==> src/rtl/clkdiv_pkg.sv <==
package clkdiv_pkg;

  // Linear ratio: (code + 1) scaled by the prescale factor.
  function automatic int unsigned lin_ratio(input int unsigned code,
                                            input int unsigned prescale);
    return (code + 1) * prescale;
  endfunction

  // Write-port command bits above the code field.
  typedef struct packed {
    logic stop;
    logic chg;
  } wr_cmd_t;

endpackage

==> src/rtl/clkdiv_decode.sv <==
module clkdiv_decode #(
  parameter int unsigned DIV_W     = 4,
  parameter int unsigned PRESCALE  = 2,
  parameter bit          USE_TABLE = 1'b0,
  parameter int unsigned TBL_W     = 8,
  parameter int unsigned DV_W      = 8,
  parameter logic [(2**DIV_W)*TBL_W-1:0] DIV_TABLE = '0
) (
  input  logic [DIV_W-1:0] code,
  output logic [DV_W-1:0]  ratio,
  output logic             valid
);
  localparam int unsigned NENT = 2 ** DIV_W;

  generate
    if (USE_TABLE) begin : g_table
      always_comb begin
        logic ended;
        ended = 1'b0;
        ratio = '0;
        valid = 1'b0;
        for (int i = 0; i < NENT; i++) begin
          if (DIV_TABLE[i*TBL_W +: TBL_W] == '0) ended = 1'b1;
          if (DIV_W'(i) == code && !ended) begin
            valid = 1'b1;
            ratio = DV_W'(DIV_TABLE[i*TBL_W +: TBL_W]);
          end
        end
      end
    end else begin : g_linear
      always_comb begin
        ratio = DV_W'(clkdiv_pkg::lin_ratio(int'(code), PRESCALE));
        valid = 1'b1;
      end
    end
  endgenerate
endmodule

==> src/rtl/clkdiv_ctrl.sv <==
module clkdiv_ctrl #(
  parameter int unsigned DIV_W   = 4,
  parameter int unsigned DV_W    = 8,
  parameter logic [DV_W-1:0] RST_RATIO = '0
) (
  input  logic             clk,
  input  logic             rst_n,
  input  logic             wr_en,
  input  logic [DIV_W-1:0] wr_code,
  input  clkdiv_pkg::wr_cmd_t wr_cmd,
  input  logic [DV_W-1:0]  dec_ratio,
  input  logic             dec_valid,
  input  logic             period_end,
  output logic [DIV_W-1:0] code_q,
  output logic             stop_q,
  output logic             busy_q,
  output logic [DV_W-1:0]  active_ratio
);
  logic [DV_W-1:0] pend_ratio;
  logic            apply_now;
  logic            accept;

  assign apply_now = busy_q && period_end;
  assign accept    = wr_en && wr_cmd.chg && dec_valid;

  always_ff @(posedge clk or negedge rst_n) begin
    if (!rst_n) begin
      code_q       <= '0;
      stop_q       <= 1'b0;
      busy_q       <= 1'b0;
      active_ratio <= RST_RATIO;
      pend_ratio   <= '0;
    end else begin
      if (apply_now) begin
        active_ratio <= pend_ratio;
        busy_q       <= 1'b0;
      end
      if (wr_en) begin
        code_q <= wr_code;
        if (wr_cmd.chg) begin
          stop_q <= 1'b0;
        end else begin
          stop_q <= wr_cmd.stop;
        end
      end
      if (accept) begin
        pend_ratio <= dec_ratio;
        busy_q     <= 1'b1;
      end
    end
  end
endmodule

==> src/rtl/clkdiv_counter.sv <==
module clkdiv_counter #(
  parameter int unsigned DV_W = 8
) (
  input  logic            clk,
  input  logic            rst_n,
  input  logic            src_ce,
  input  logic            stop,
  input  logic [DV_W-1:0] eff_ratio,
  output logic            out_ce,
  output logic [DV_W-1:0] cnt
);
  logic terminal;

  // >= so that a ratio shrinking under an active count still ends the period
  assign terminal = (cnt >= eff_ratio - DV_W'(1));
  assign out_ce   = src_ce && !stop && terminal;

  always_ff @(posedge clk or negedge rst_n) begin
    if (!rst_n) begin
      cnt <= '0;
    end else if (stop) begin
      cnt <= '0;
    end else if (src_ce) begin
      cnt <= terminal ? '0 : cnt + DV_W'(1);
    end
  end
endmodule

==> src/rtl/clkdiv_ce.sv <==
module clkdiv_ce #(
  parameter int unsigned DIV_W     = 4,
  parameter int unsigned PRESCALE  = 2,
  parameter bit          USE_TABLE = 1'b0,
  parameter int unsigned TBL_W     = 8,
  parameter logic [(2**DIV_W)*TBL_W-1:0] DIV_TABLE = 128'h0000_0000_0000_0000_0000_0000_0705_0301,
  parameter int unsigned PSEL_W    = 2,
  parameter logic [(2**PSEL_W)-1:0] BYPASS_MASK = 4'b0100,
  localparam int unsigned WD_W     = DIV_W + 2,
  localparam int unsigned RD_W     = DIV_W + 3
) (
  input  logic              clk,
  input  logic              rst_n,
  input  logic              wr_en,
  input  logic [WD_W-1:0]   wr_data,
  output logic [RD_W-1:0]   rd_data,
  input  logic [PSEL_W-1:0] parent_sel,
  input  logic              src_ce,
  output logic              out_ce
);
  localparam int unsigned LIN_W = $clog2((PRESCALE << DIV_W) + 1);
  localparam int unsigned DV_W  = USE_TABLE ? TBL_W : LIN_W;
  localparam logic [DV_W-1:0] RST_RATIO =
    USE_TABLE ? DV_W'(DIV_TABLE[TBL_W-1:0]) : DV_W'(PRESCALE);

  logic [DIV_W-1:0]    wr_code;
  clkdiv_pkg::wr_cmd_t wr_cmd;
  logic [DV_W-1:0]     dec_ratio;
  logic                dec_valid;
  logic [DIV_W-1:0]    code_q;
  logic                stop_q;
  logic                busy_q;
  logic [DV_W-1:0]     active_ratio;
  logic [DV_W-1:0]     eff_ratio;
  logic [DV_W-1:0]     cnt;
  logic                bypass_hit;

  assign wr_code = wr_data[DIV_W-1:0];
  assign wr_cmd  = wr_data[WD_W-1:DIV_W];

  clkdiv_decode #(
    .DIV_W(DIV_W), .PRESCALE(PRESCALE), .USE_TABLE(USE_TABLE),
    .TBL_W(TBL_W), .DV_W(DV_W), .DIV_TABLE(DIV_TABLE)
  ) u_decode (
    .code  (wr_code),
    .ratio (dec_ratio),
    .valid (dec_valid)
  );

  clkdiv_ctrl #(
    .DIV_W(DIV_W), .DV_W(DV_W), .RST_RATIO(RST_RATIO)
  ) u_ctrl (
    .clk          (clk),
    .rst_n        (rst_n),
    .wr_en        (wr_en),
    .wr_code      (wr_code),
    .wr_cmd       (wr_cmd),
    .dec_ratio    (dec_ratio),
    .dec_valid    (dec_valid),
    .period_end   (out_ce),
    .code_q       (code_q),
    .stop_q       (stop_q),
    .busy_q       (busy_q),
    .active_ratio (active_ratio)
  );

  assign bypass_hit = BYPASS_MASK[parent_sel];
  assign eff_ratio  = (bypass_hit || active_ratio == '0) ? DV_W'(1) : active_ratio;

  clkdiv_counter #(.DV_W(DV_W)) u_counter (
    .clk       (clk),
    .rst_n     (rst_n),
    .src_ce    (src_ce),
    .stop      (stop_q),
    .eff_ratio (eff_ratio),
    .out_ce    (out_ce),
    .cnt       (cnt)
  );

  assign rd_data = {busy_q, stop_q, 1'b0, code_q};
endmodule

==> config.mk <==
export PLATFORM = sky130hd
export DESIGN_NAME = clkdiv_ce
export DESIGN_NICKNAME = d
export VERILOG_FILES = /design/src/rtl/clkdiv_pkg.sv /design/src/rtl/clkdiv_decode.sv /design/src/rtl/clkdiv_ctrl.sv /design/src/rtl/clkdiv_counter.sv /design/src/rtl/clkdiv_ce.sv
export SDC_FILE = /design/constraint.sdc
export NUM_CORES = 1
export LEC_CHECK = 0
export BUFFER_PORTS_ARGS = -buffer_cell sky130_fd_sc_hd__buf_2
export CORE_ASPECT_RATIO = 0.75
export CORE_MARGIN = 5
export CORE_UTILIZATION = 25
export DETAILED_ROUTE_END_ITERATION = 10
export HOLD_SLACK_MARGIN = 0.12
export SLEW_MARGIN = 15
export SYNTH_ARGS = -nofsm -noshare
export SYNTH_HDL_FRONTEND = slang
export SYNTH_SLANG_ARGS = --single-unit
==> constraint.sdc <==
create_clock -name clk -period 3.3 [get_ports clk]
set_input_delay 0.33 -clock clk [delete_from_list [all_inputs] [get_ports clk]]
set_output_delay 0.33 -clock clk [all_outputs]
set_load 0.02 [all_outputs]
* Word-level counts from Yosys, hierarchy flattened *
Index checks and enable logic that the tools add are counted.

word-level totals
  bits in registers = 22
  input port bits = 12
  output and inout port bits = 8
  logic and storage cells = 29

operators by class
  add/subtract/negate cells = 3
  order comparisons = 2
  mux-type cells = 9
  reduce and logical (&&, ||, !) cells = 9

operators by type and width
  kind                                                        count
  two-way mux 6 bit                                           4
  adder 6 x 1 -> 6 bit, second input constant                 1
  >= comparator 6 bit                                         1
  zero test 6 bit                                             1
  subtractor 6 x 1 -> 6 bit, second input constant            1
  adder 4 x 1 -> 5 bit, second input constant                 1
  logical AND 1 bit                                           4
  two-way mux 1 bit                                           4
  nonzero test 2 bit                                          2
  less-than comparator 2 x 3 -> 1 bit, second input constant  1
  binary-select mux 1 bit (select 2 bit)                      1
  zero test 1 bit                                             1
  logical OR 1 bit                                            1

* Longest topological paths before layout *
Gate-level depths: netlist of run 1.

  depth in word-level cells = 10
  mapped depth = 9
  mapped depth without buffers = 9

* Modules after synthesis *
From an unflattened synthesis of run 1, not the netlist that was laid out.

second synthesis, totals
  cell total of the unflattened synthesis = 122
  area total of the unflattened synthesis = 1380.1 µm²

by module, submodules not included
  module          instances  cells an instance  area an instance (µm²)  sequential area each (µm²)
  clkdiv_ctrl     1          42                 689.4                   451.7
  clkdiv_counter  1          57                 529.3                   150.1
  clkdiv_ce       1          13                 92.6                    0.0
  clkdiv_decode   1          10                 68.8                    0.0

* Worst setup path before layout of run 1 *
OpenSTA, ideal clock, no wires.

  path kind = flip-flop to flip-flop
  start point = register u_ctrl.active_ratio[2]
  end point = register u_ctrl.active_ratio[2]
  setup time = 0.125 ns
  arrival time = 2.367 ns
  data required time = 3.175 ns
  path slack = 0.808 ns
  stages on the path, launching flop included = 9
  buffers on the path = 0
  clock period less this slack = 2.492 ns
  path through = dfrtp_1 -> or4_4 -> o21a_1 -> ha_1 -> nand2b_1 -> a21oi_1 -> o221ai_1 -> nand3_2 -> mux2_2

between the ends
  word-level cells in the longest chain between the ends = 7

RTL lines
  item                           RTL line              text
  start, declared                clkdiv_ctrl.sv:17     output logic [DV_W-1:0] active_ratio
  start signal, assigned         clkdiv_ctrl.sv:35     active_ratio <= pend_ratio;
  zero test 6 bit                clkdiv_ce.sv:68       assign eff_ratio = (bypass_hit || active_ratio == '0) ? DV_W'(1) : active_ratio;
  logical OR 1 bit               clkdiv_ce.sv:68
  two-way mux 6 bit (*)          clkdiv_ce.sv:68
  subtractor 6 x 1 -> 6 bit (*)  clkdiv_counter.sv:15  assign terminal = (cnt >= eff_ratio - DV_W'(1));
  >= comparator 6 bit (*)        clkdiv_counter.sv:15
  logical AND 1 bit (*)          clkdiv_counter.sv:16  assign out_ce = src_ce && !stop && terminal;
  logical AND 1 bit (*)          clkdiv_ctrl.sv:23     assign apply_now = busy_q && period_end;

Every way passes the cells marked *; elsewhere a longest branch is shown, timed or not.
A chain may end at the register's enable or synchronous reset.

* Worst setup path in the final report of run 1 *
  start point = register u_ctrl.active_ratio[2]
  end point = output out_ce

between the ends
  word-level cells in the longest chain between the ends = 6

RTL lines
  item                           RTL line              text
  zero test 6 bit                clkdiv_ce.sv:68
  logical OR 1 bit               clkdiv_ce.sv:68
  two-way mux 6 bit (*)          clkdiv_ce.sv:68
  subtractor 6 x 1 -> 6 bit (*)  clkdiv_counter.sv:15
  >= comparator 6 bit (*)        clkdiv_counter.sv:15
  logical AND 1 bit (*)          clkdiv_counter.sv:16
  end, declared                  clkdiv_ce.sv:19       output logic out_ce

Marks and branches as above.

==> impl_metrics.py, run 1 <==
metrics = {
    "sta": {
        "drv_slew": 0,
        "post-route-period-util_pct": 90.70,
        "grt_setup_unrepaired": "no",
        "tns_ps": 0,
        "max_freq_mhz": 334.1,
        "fin_crit_ps": 2993,
        "setup_ws_ps": 306.8,
        "setup_viol": 0,
        "hold_viol": 0,
        "finClkSkew_ps": 2.656,
    },
    "cts": {
        "clk_pin_slew_ps": 80,
        "cts_buffers": 3,
        "root_buffer": "clkbuf_8",
        "cts_buffer_depth": 2,
        "cts_resized": 0,
        "cts_hold_buf": 1,
        "clock-sinks": 22,
        "worstSkewPairLatency_ps": 260,
        "cts_tree": "built",
        "post_cts_buffers": 0,
        "htreeDepth": 1,
    },
    "flow_run": {
        "drv_cap": 0,
    },
    "final_layout": {
        "finalNetCount": 152,
        "area_growth_syn_to_layout_pct": 16.88,
        "drive_gt1_share_pct": 29.77,
        "design_area_um2": 1386,
        "num_antenna_cells": 0,
        "final_cell_mix": "21 x dfrtp_1, 18 x buf_2, 14 x nand2_1",
        "final_common_cell": "dfrtp_1",
        "postLayoutCoreUtil_pct": 30.68,
    },
    "global_route": {
        "overflow": 0,
        "grt_pass1_wl_um": 3864,
        "globalRouteTotalUtil_pct": 7.842,
        "grt_max_degree": 23,
        "antenna_found_initial": 0,
        "first_global_vias": 817,
    },
    "floorplan": {
        "rows": 21,
        "pin_count": 20,
        "die_h_um": 69.65,
        "dieArea_um2": 6236,
        "start_util_pct": 26.25,
        "core_area_um2": 4519,
        "die_width_um": 89.54,
    },
    "worst_setup_path": {
        "crit_path_start_kind": "flip-flop",
        "slowest_delay_ps": 530,
        "cp.arrival_ps": 2660,
        "cp-end-kind": "output port",
        "path_class": "reg2out",
        "cpLargestDelayFamily": "simple AND/OR/NAND/NOR gates",
        "path_max_fanout": 5,
        "critPathSlowestCell": "or4_4",
        "cp.required_ps": 2970,
        "cp.buffers_inverters": 1,
        "path_cells": "or4_4 > o21a_1 > ha_1 > nand2b_1 > a21oi_1 > o221ai_1 > and2_2 > buf_2",
    },
    "power": {
        "ir_worst_vdd_mv": 0.3264,
        "p_sw_mw": 0.3368,
        "clkPwrFrac_pct": 20.6,
        "p_leak_nw": 0.6675,
        "power_mw": 0.9392,
        "seqPwrFrac_pct": 41.1,
        "combinationalPowerShare_pct": 38.2,
        "swShare_pct": 35.86,
        "powerDensity_nw_per_um2": 677.5,
        "p_int_mw": 0.6024,
    },
    "placed_design": {
        "dpl_cell_area_um2": 1321,
        "port_buffers": 18,
        "gp_congestion": 0.7462,
        "dp_slack_ps": 582.3,
        "dp_hpwl_um": 1733,
    },
    "detailed_routing": {
        "drtIter0Drc": 36,
        "ant_nets": 0,
        "wirelength_um": 2195,
        "viasPerCell": 4.484,
        "drc": 0,
        "num_vias": 843,
        "first_pass_iters": 4,
        "detail_route.wl_per_cell_um": 11.68,
    },
    "logic_synthesis": {
        "yosys_warnings": 0,
        "avgSynthCellArea_um2": 10.59,
        "syn-num-nets": 132,
        "ys_seq_elements": 22,
        "synth_area_um2": 1186,
        "ys_types": 35,
        "synthCells": 112,
        "yosysSeqAreaShare_pct": 46.52,
    },
    "worst_hold_path": {
        "hold_path.class": "in2reg",
    },
    "outcome": {
        "status": "complete, no violations",
    },
}
## synth_stat cells (all sizes together)
library cell | count | area, um^2
dfrtp | 21 | 525.5
nand2 | 14 | 52.55
mux2 | 10 | 112.6
o21ai | 10 | 53.80
ha | 8 | 100.1
nand3 | 6 | 35.03
a21oi | 4 | 20.02
inv | 4 | 15.01
a21o | 3 | 22.52
buf | 3 | 22.52
nand2b | 3 | 18.77
and2 | 2 | 13.77
nor2 | 2 | 7.510
nor3b | 2 | 15.01
o22ai | 2 | 12.51
xor2 | 2 | 17.52
and3 | 1 | 6.260
clkbuf | 1 | 3.750
conb | 1 | 3.750
dfstp | 1 | 26.28
nand3b | 1 | 7.510
nand4 | 1 | 6.260
nor2b | 1 | 13.76
o211a | 1 | 10.01
o211ai | 1 | 7.510
o21a | 1 | 7.510
o221ai | 1 | 8.760
o31ai | 1 | 7.510
or2 | 1 | 6.260
or3 | 1 | 6.260
or4 | 1 | 11.26
xnor2 | 1 | 8.760
## state kept, by name, indices dropped and copies added (netlist names)
register,flops
u_counter.cnt,6
u_ctrl.active_ratio,5
u_ctrl.pend_ratio,5
u_ctrl.busy_q,1
u_ctrl.code_q,4
u_ctrl.stop_q,1
## layout make-up
cell class / instances / area (um^2)
clock buffers: 4 / 55.05
multi-input cells: 82 / 593.1
repair buffers: 19 / 100.1
flip-flops and latches: 22 / 551.8
well taps: 57 / 71.32
fillers: 479 / 3133
inverters: 4 / 15.01
## path summary, 6_finish.rpt
check / start / end / slack [ps] / depth (start not counted)
worst min-delay path: wr_data[5] / u_ctrl.stop_q$_DFFE_PN0P_ / 320 / 3
min in group asynchronous: rst_n / u_ctrl.code_q[3]$_DFFE_PN0P_ / 570 / 2
worst max-delay path: u_ctrl.active_ratio[2]$_DFFE_PN0P_ / out_ce / 310 / 8
worst min register to register: u_ctrl.pend_ratio[1]$_DFFE_PN0P_ / u_ctrl.pend_ratio[1]$_DFFE_PN0P_ / 480 / 2
worst max register to register: u_ctrl.active_ratio[2]$_DFFE_PN0P_ / u_ctrl.active_ratio[2]$_DFFE_PN0P_ / 660 / 8
max in group asynchronous: rst_n / u_ctrl.active_ratio[1]$_DFFE_PN1P_ / 2380 / 2
## routing by layer
layer	vias up	global-route usage [%]	wire length, um
li1	433	-	-
met1	382	11.73	1197
met2	24	10.06	824
met3	4	3.800	155
met4	0	1.488	18
met5	-	0	0
## per-stage QoR
stage               instances  hold slack [ps]
global route              188            326.5
detailed placement        183            334.6
floorplan                 112            34.41
finish                    188            315.4
CTS                       188            311.2
global placement          183            328.9
## power by group through the flow
stage	clock (mW)	combinational [mW]	sequential, mW
2_1_floorplan	0	0.284	0.382
3_3_place_gp	0	0.356	0.388
3_5_place_dp	0	0.362	0.392
4_1_cts	0.201	0.364	0.386
5_1_grt	0.214	0.410	0.396
6_report	0.194	0.359	0.386
## kinds of logic after synthesis
logic type      after synthesis  synth area share (%)
compound gates               24                 12.66
mux                          10                 9.494
xor+xnor                      3                 2.216
other cells                   1                0.3162
buf+inv                       8                 3.480
fa+ha+maj                     8                 8.439
flops                        22                 46.52
simple gates                 36                 16.88
## worst min-delay path, delay by kind of cell
| kind | cells | cell delay, ps |
|---|---|---|
| AOI/OAI and AO/OA | 1 | 70 |
| and+or+nand+nor | 1 | 70 |
| buffers and inverters | 1 | 70 |
Note: power is estimated with default switching activity, not from simulation.
==> run 2, diff against run 1 <==
--- a/config.mk
+++ b/config.mk
@@ -11,6 +11,8 @@
 export CORE_UTILIZATION = 25
 export DETAILED_ROUTE_END_ITERATION = 10
 export HOLD_SLACK_MARGIN = 0.12
+export RECOVER_POWER = 100
+export SETUP_SLACK_MARGIN = 0.05
 export SLEW_MARGIN = 15
 export SYNTH_ARGS = -nofsm -noshare
 export SYNTH_HDL_FRONTEND = slang
==> run 2 against run 1 <==
  * Critical endpoint unchanged
  * Worst setup slack improved by 37 ps
  * Wire length fell by 0.50%
  * Core utilization fell by 0.53 points
  * Sequential share of layout area rose by 0.69 points
  * Largest power group unchanged
  * Highest routed layer unchanged
  * Register-to-register slack got worse by 250 ps
==> impl_metrics.py, run 2 (synthesis gave the netlist of run 1 again) <==
metrics = {
    "outcome": {
        "status": "complete, no violations",
    },
    "global_route": {
        "overflow": 0,
        "first_global_vias": 817,
        "globalRouteTotalUtil_pct": 7.842,
        "grt_max_degree": 23,
        "grt_pass1_wl_um": 3864,
        "antenna_found_initial": 0,
    },
    "power": {
        "p_leak_nw": 0.6387,
        "ir_worst_vdd_mv": 0.3229,
        "powerDensity_nw_per_um2": 671.0,
    },
    "sta": {
        "setup_ws_ps": 343.5,
        "max_slew_margin_pct": 20.62,
        "hold_viol": 0,
        "finClkSkew_ps": 3.803,
        "drv_slew": 0,
        "grt_setup_unrepaired": "no",
        "tns_ps": 0,
        "worstMarginPinSlew_ps": 1191,
        "max_freq_mhz": 338.2,
        "fin_crit_ps": 2956,
        "post-route-period-util_pct": 89.59,
        "setup_viol": 0,
    },
    "worst_setup_path": {
        "reg2reg_from": "u_ctrl.active_ratio[2]$_DFFE_PN0P_",
        "path_max_fanout": 5,
        "critPathLaunch": "u_ctrl.active_ratio[2]$_DFFE_PN0P_",
        "cp.arrival_ps": 2630,
        "worstSetupEndpoint": "out_ce",
        "cp-end-kind": "output port",
        "crit_path_start_kind": "flip-flop",
        "path_class": "reg2out",
        "cp.required_ps": 2970,
        "r2r_slack_ps": 410,
        "ff2ff_path_depth": 8,
        "rr_endpoint": "u_counter.cnt[2]$_DFFE_PN0P_",
    },
    "floorplan": {
        "start_util_pct": 26.25,
        "die_h_um": 69.65,
        "dieArea_um2": 6236,
        "rows": 21,
        "pin_count": 20,
        "die_width_um": 89.54,
        "core_area_um2": 4519,
    },
    "final_layout": {
        "drive_gt1_share_pct": 20.61,
        "num_antenna_cells": 0,
        "final_cell_mix": "21 x dfrtp_1, 14 x nand2_1, 10 x o21ai_0, 10 x mux2_2",
        "regMostFlops": "u_counter.cnt",
        "reg_top3": "u_counter.cnt x6, u_ctrl.active_ratio x5, u_ctrl.pend_ratio x5",
        "finalNetCount": 152,
        "largest_reg_flops": 6,
        "final_common_cell": "dfrtp_1",
        "num-fill-cells": 490,
        "area_growth_syn_to_layout_pct": 14.87,
    },
    "detailed_routing": {
        "first_pass_iters": 4,
        "drtIter0Drc": 36,
        "wirelength_um": 2184,
        "ant_nets": 0,
        "wl_met3_um": 150,
        "detail_route.wl_per_cell_um": 11.62,
        "num_vias": 845,
        "top_layer": "met4",
        "viasPerCell": 4.495,
        "drc": 0,
        "wl_met2_um": 828,
        "wl_met1_um": 1187,
    },
    "cts": {
        "cts_buffers": 3,
        "htreeDepth": 1,
        "clock-sinks": 22,
        "worstSkewPairLatency_ps": 260,
        "cts_buffer_depth": 2,
        "clk_pin_slew_ps": 80,
        "cts_resized": 0,
        "root_buffer": "clkbuf_8",
        "cts_tree": "built",
    },
    "worst_hold_path": {
        "min_path_cells": 3,
        "hold_path.class": "in2reg",
    },
    "placed_design": {
        "gp_congestion": 0.7462,
        "port_buffers": 18,
        "dp_hpwl_um": 1733,
        "dp_slack_ps": 582.3,
    },
    "flow_run": {
        "drv_cap": 0,
    },
}
[run 2: worst min path at each step]
stage / start / slack, ps / endpoint
6_report: wr_data[5] / 320 / u_ctrl.stop_q$_DFFE_PN0P_
5_1_grt: wr_data[0] / 330 / u_ctrl.pend_ratio[1]$_DFFE_PN0P_
4_1_cts: wr_data[5] / 310 / u_ctrl.stop_q$_DFFE_PN0P_
3_5_place_dp: rst_n / 330 / u_ctrl.code_q[3]$_DFFE_PN0P_
3_3_place_gp: rst_n / 330 / u_ctrl.code_q[3]$_DFFE_PN0P_
2_1_floorplan: rst_n / 30 / u_counter.cnt[0]$_DFFE_PN0P_
[run 2: final cells by class]
| class | instances | area (um^2) | share of cell area [%] |
|---|---|---|---|
| inverter | 4 | 15.01 | 1.102 |
| sequential | 22 | 551.8 | 40.50 |
| timing repair buffer | 19 | 88.84 | 6.520 |
| tap | 57 | 71.32 | 5.234 |
| multi-input combinational | 82 | 580.6 | 42.61 |
| clock buffer | 4 | 55.05 | 4.040 |
[run 2: metrics by stage]
step           util [%]  std cells  cell area, um^2  power, mW  hold slack (ps)
4_1_cts           30.68        188             1386     0.9517            311.2
3_5_place_dp      29.24        183             1321     0.7535            334.6
6_report          30.15        188             1363     0.9142            315.7
3_3_place_gp      29.24        183             1321     0.7441            328.9
2_1_floorplan         -        112             1186     0.6660            34.41
5_1_grt           30.15        188             1363     0.9954            326.5
[run 2: per-layer routing]
metal  GRT usage (%)  vias up
li1                -      433
met1           11.73      386
met2           10.06       22
met5               0        -
met4           1.488        0
met3           3.800        4
[run 2: timing repair]
item | 4_1_cts | 5_1_grt
setup buffers | 0 | 0
hold endpoints to repair | 21 | 0
hold buffers | 1 | 0
[run 2: worst max-delay path, stage by stage (launching register included)]
cell and delay (ps):
dfrtp_1 420, or4_1 550, o21a_1 250, ha_1 270
nand2b_1 140, a21oi_1 170, o221ai_1 160, and2_2 230
clkbuf_1 170
[run 2: power by group]
group	leakage (nW)	total (mW)	internal (mW)	switching, mW
Combinational	0.335	0.337	0.152	0.185
Sequential	0.275	0.384	0.331	0.0529
Clock	0.0288	0.194	0.106	0.0877
==> run 3, diff against run 2 <==
--- a/config.mk
+++ b/config.mk
@@ -5,8 +5,8 @@
 export SDC_FILE = /design/constraint.sdc
 export NUM_CORES = 1
 export LEC_CHECK = 0
-export BUFFER_PORTS_ARGS = -buffer_cell sky130_fd_sc_hd__buf_2
-export CORE_ASPECT_RATIO = 0.75
+export BUFFER_PORTS_ARGS = -buffer_cell sky130_fd_sc_hd__clkbuf_2
+export CORE_ASPECT_RATIO = 2
 export CORE_MARGIN = 5
 export CORE_UTILIZATION = 25
 export DETAILED_ROUTE_END_ITERATION = 10
==> run 3 against run 2 <==
  * Count of clock-buffer cells in the layout is 1 lower
  * Sequential cell count unchanged
  * Worst setup slack better by 14 ps
  * Global-route usage barely moved
  * Combinational power hardly changed
  * Critical path depth is the same
  * Wire length up 1.7%
  * Cell area is 1.0% higher
  * Die area is 1.1% higher
  * Sequential share of layout area is 0.40 points lower
  * Register-to-register slack about the same
  * Largest power group unchanged
==> impl_metrics.py, run 3 (synthesis gave the netlist of run 1 again) <==
metrics = {
    "outcome": {
        "status": "complete, no violations",
    },
    "sta": {
        "worstMarginPinSlew_ps": 1200,
        "hold_viol": 0,
        "post-route-period-util_pct": 89.17,
        "grt_setup_unrepaired": "no",
        "fin_crit_ps": 2943,
        "finClkSkew_ps": 2.787,
        "max_slew_margin_pct": 20.00,
        "drv_slew": 0,
        "hold_ws_ps": 303.5,
        "tns_ps": 0,
        "setup_ws_ps": 357.4,
        "max_freq_mhz": 339.8,
        "setup_viol": 0,
    },
    "worst_setup_path": {
        "worstSetupEndpoint": "out_ce",
        "cp.buffers_inverters": 1,
        "cp.arrival_ps": 2610,
        "critPathLaunch": "u_ctrl.active_ratio[2]$_DFFE_PN0P_",
        "critPathSlowestCell": "or4_1",
        "cpLargestDelayFamily": "simple AND/OR/NAND/NOR gates",
        "reg2reg_from": "u_ctrl.active_ratio[2]$_DFFE_PN0P_",
        "crit_path_start_kind": "flip-flop",
        "slowest_delay_ps": 550,
        "path_class": "reg2out",
        "cp.required_ps": 2970,
        "rr_endpoint": "u_counter.cnt[3]$_DFFE_PN0P_",
        "cp-end-kind": "output port",
        "r2r_slack_ps": 420,
        "worst-path-stages": 8,
        "ff2ff_path_depth": 8,
        "path_max_fanout": 5,
        "path_cells": "or4_1 > o21a_1 > ha_1 > nand2b_1 > a21oi_1 > o221ai_1 > and2_2 > clkbuf_1",
    },
    "final_layout": {
        "regArea_um2": 551.8,
        "multi_input_area_um2": 580.6,
        "largest_reg_flops": 6,
        "final_common_cell": "dfrtp_1",
        "drive_gt1_share_pct": 20.61,
        "num-fill-cells": 492,
        "area_growth_syn_to_layout_pct": 16.03,
        "num_antenna_cells": 0,
        "reg_top3": "u_counter.cnt x6, u_ctrl.active_ratio x5, u_ctrl.pend_ratio x5",
        "finalNetCount": 152,
        "regMostFlops": "u_counter.cnt",
        "postLayoutCoreUtil_pct": 29.93,
        "final_cell_mix": "21 x dfrtp_1, 14 x nand2_1, 10 x o21ai_0, 10 x mux2_2",
    },
    "floorplan": {
        "start_util_pct": 25.80,
        "die_width_um": 58.71,
        "dieArea_um2": 6306,
        "core_area_um2": 4598,
        "die_h_um": 107.4,
        "pin_count": 20,
        "rows": 35,
    },
    "power": {
        "combinationalPowerShare_pct": 34.7,
        "power_mw": 0.9692,
        "p_int_mw": 0.6438,
        "p_sw_mw": 0.3254,
        "ir_worst_vdd_mv": 0.4190,
        "clkPwrFrac_pct": 26.0,
        "powerDensity_nw_per_um2": 704.2,
        "swShare_pct": 33.57,
        "p_leak_nw": 0.6476,
        "seqPwrFrac_pct": 39.4,
    },
    "global_route": {
        "grt_max_degree": 23,
        "globalRouteTotalUtil_pct": 7.820,
        "grt_pass1_wl_um": 3822,
        "first_global_vias": 872,
        "antenna_found_initial": 0,
        "overflow": 0,
    },
    "cts": {
        "htreeDepth": 1,
        "root_buffer": "clkbuf_8",
        "clk_pin_slew_ps": 80,
        "worstSkewPairLatency_ps": 260,
        "cts_buffers": 3,
        "cts_buffer_depth": 2,
        "clock-sinks": 22,
        "cts_tree": "built",
    },
    "worst_hold_path": {
        "hold_path.class": "in2reg",
        "min_path_cells": 2,
    },
    "flow_run": {
        "drv_cap": 0,
    },
    "placed_design": {
        "port_buffers": 18,
        "dp_hpwl_um": 1838,
        "dp_slack_ps": 602.7,
        "gp_congestion": 0.7687,
    },
    "detailed_routing": {
        "ant_nets": 0,
        "num_vias": 856,
        "drc": 0,
        "detail_route.wl_per_cell_um": 11.94,
        "wirelength_um": 2221,
        "viasPerCell": 4.602,
        "first_pass_iters": 4,
        "drtIter0Drc": 11,
    },
}
[run 3: cell types whose count changed in the layout (fill, tap and decap cells not counted)]
cell       previous run  this run
clkbuf_2              0         9
buf_2                 9         0
bufinv_16             0         1
clkbuf_8              4         3
[run 3: area by class of cell]
type	count	area share (%)
Sequential cell	22	40.09
Tap cell	55	5.000
Multi-Input combinational cell	82	42.18
Inverter	4	1.091
Clock inverter	1	2.182
Clock buffer	3	3.000
Timing Repair Buffer	19	6.455
[run 3: repair_timing]
item | CTS | global route
endpoints found under the setup margin | 0 | 0
hold buffers | 1 | 0
resized for setup | 0 | 0
buffers inserted | 0 | 0
endpoints found under the hold margin | 21 | 0
[run 3: layer usage]
layer	vias up	part of all wire, %	GRT usage (%)
met3	5	5.1	0.9604
met1	391	37	8.445
li1	433	-	-
met4	0	2.0	3.890
met2	27	56	14.32
met5	-	0	0
[run 3: worst min path at each step]
stage	start	end	slack [ps]
6_report	wr_data[0]	u_ctrl.pend_ratio[1]$_DFFE_PN0P_	300
5_1_grt	wr_data[0]	u_ctrl.pend_ratio[1]$_DFFE_PN0P_	320
4_1_cts	wr_data[0]	u_ctrl.pend_ratio[1]$_DFFE_PN0P_	300
3_5_place_dp	rst_n	u_ctrl.stop_q$_DFFE_PN0P_	350
3_3_place_gp	rst_n	u_counter.cnt[2]$_DFFE_PN0P_	350
2_1_floorplan	rst_n	u_counter.cnt[0]$_DFFE_PN0P_	30
[run 3: metrics by stage]
step | cells | instance area (um^2)
finish | 186 | 1376
global route | 186 | 1376
CTS | 186 | 1400
detailed placement | 181 | 1319
global placement | 181 | 1319
floorplan | 112 | 1186
[run 3: power by group through the flow]
stage | Clock (mW) | Combinational, mW | Sequential, mW
floorplan | 0 | 0.284 | 0.382
global placement | 0 | 0.362 | 0.389
detailed placement | 0 | 0.365 | 0.392
CTS | 0.261 | 0.367 | 0.386
global route | 0.277 | 0.387 | 0.392
finish | 0.252 | 0.336 | 0.382
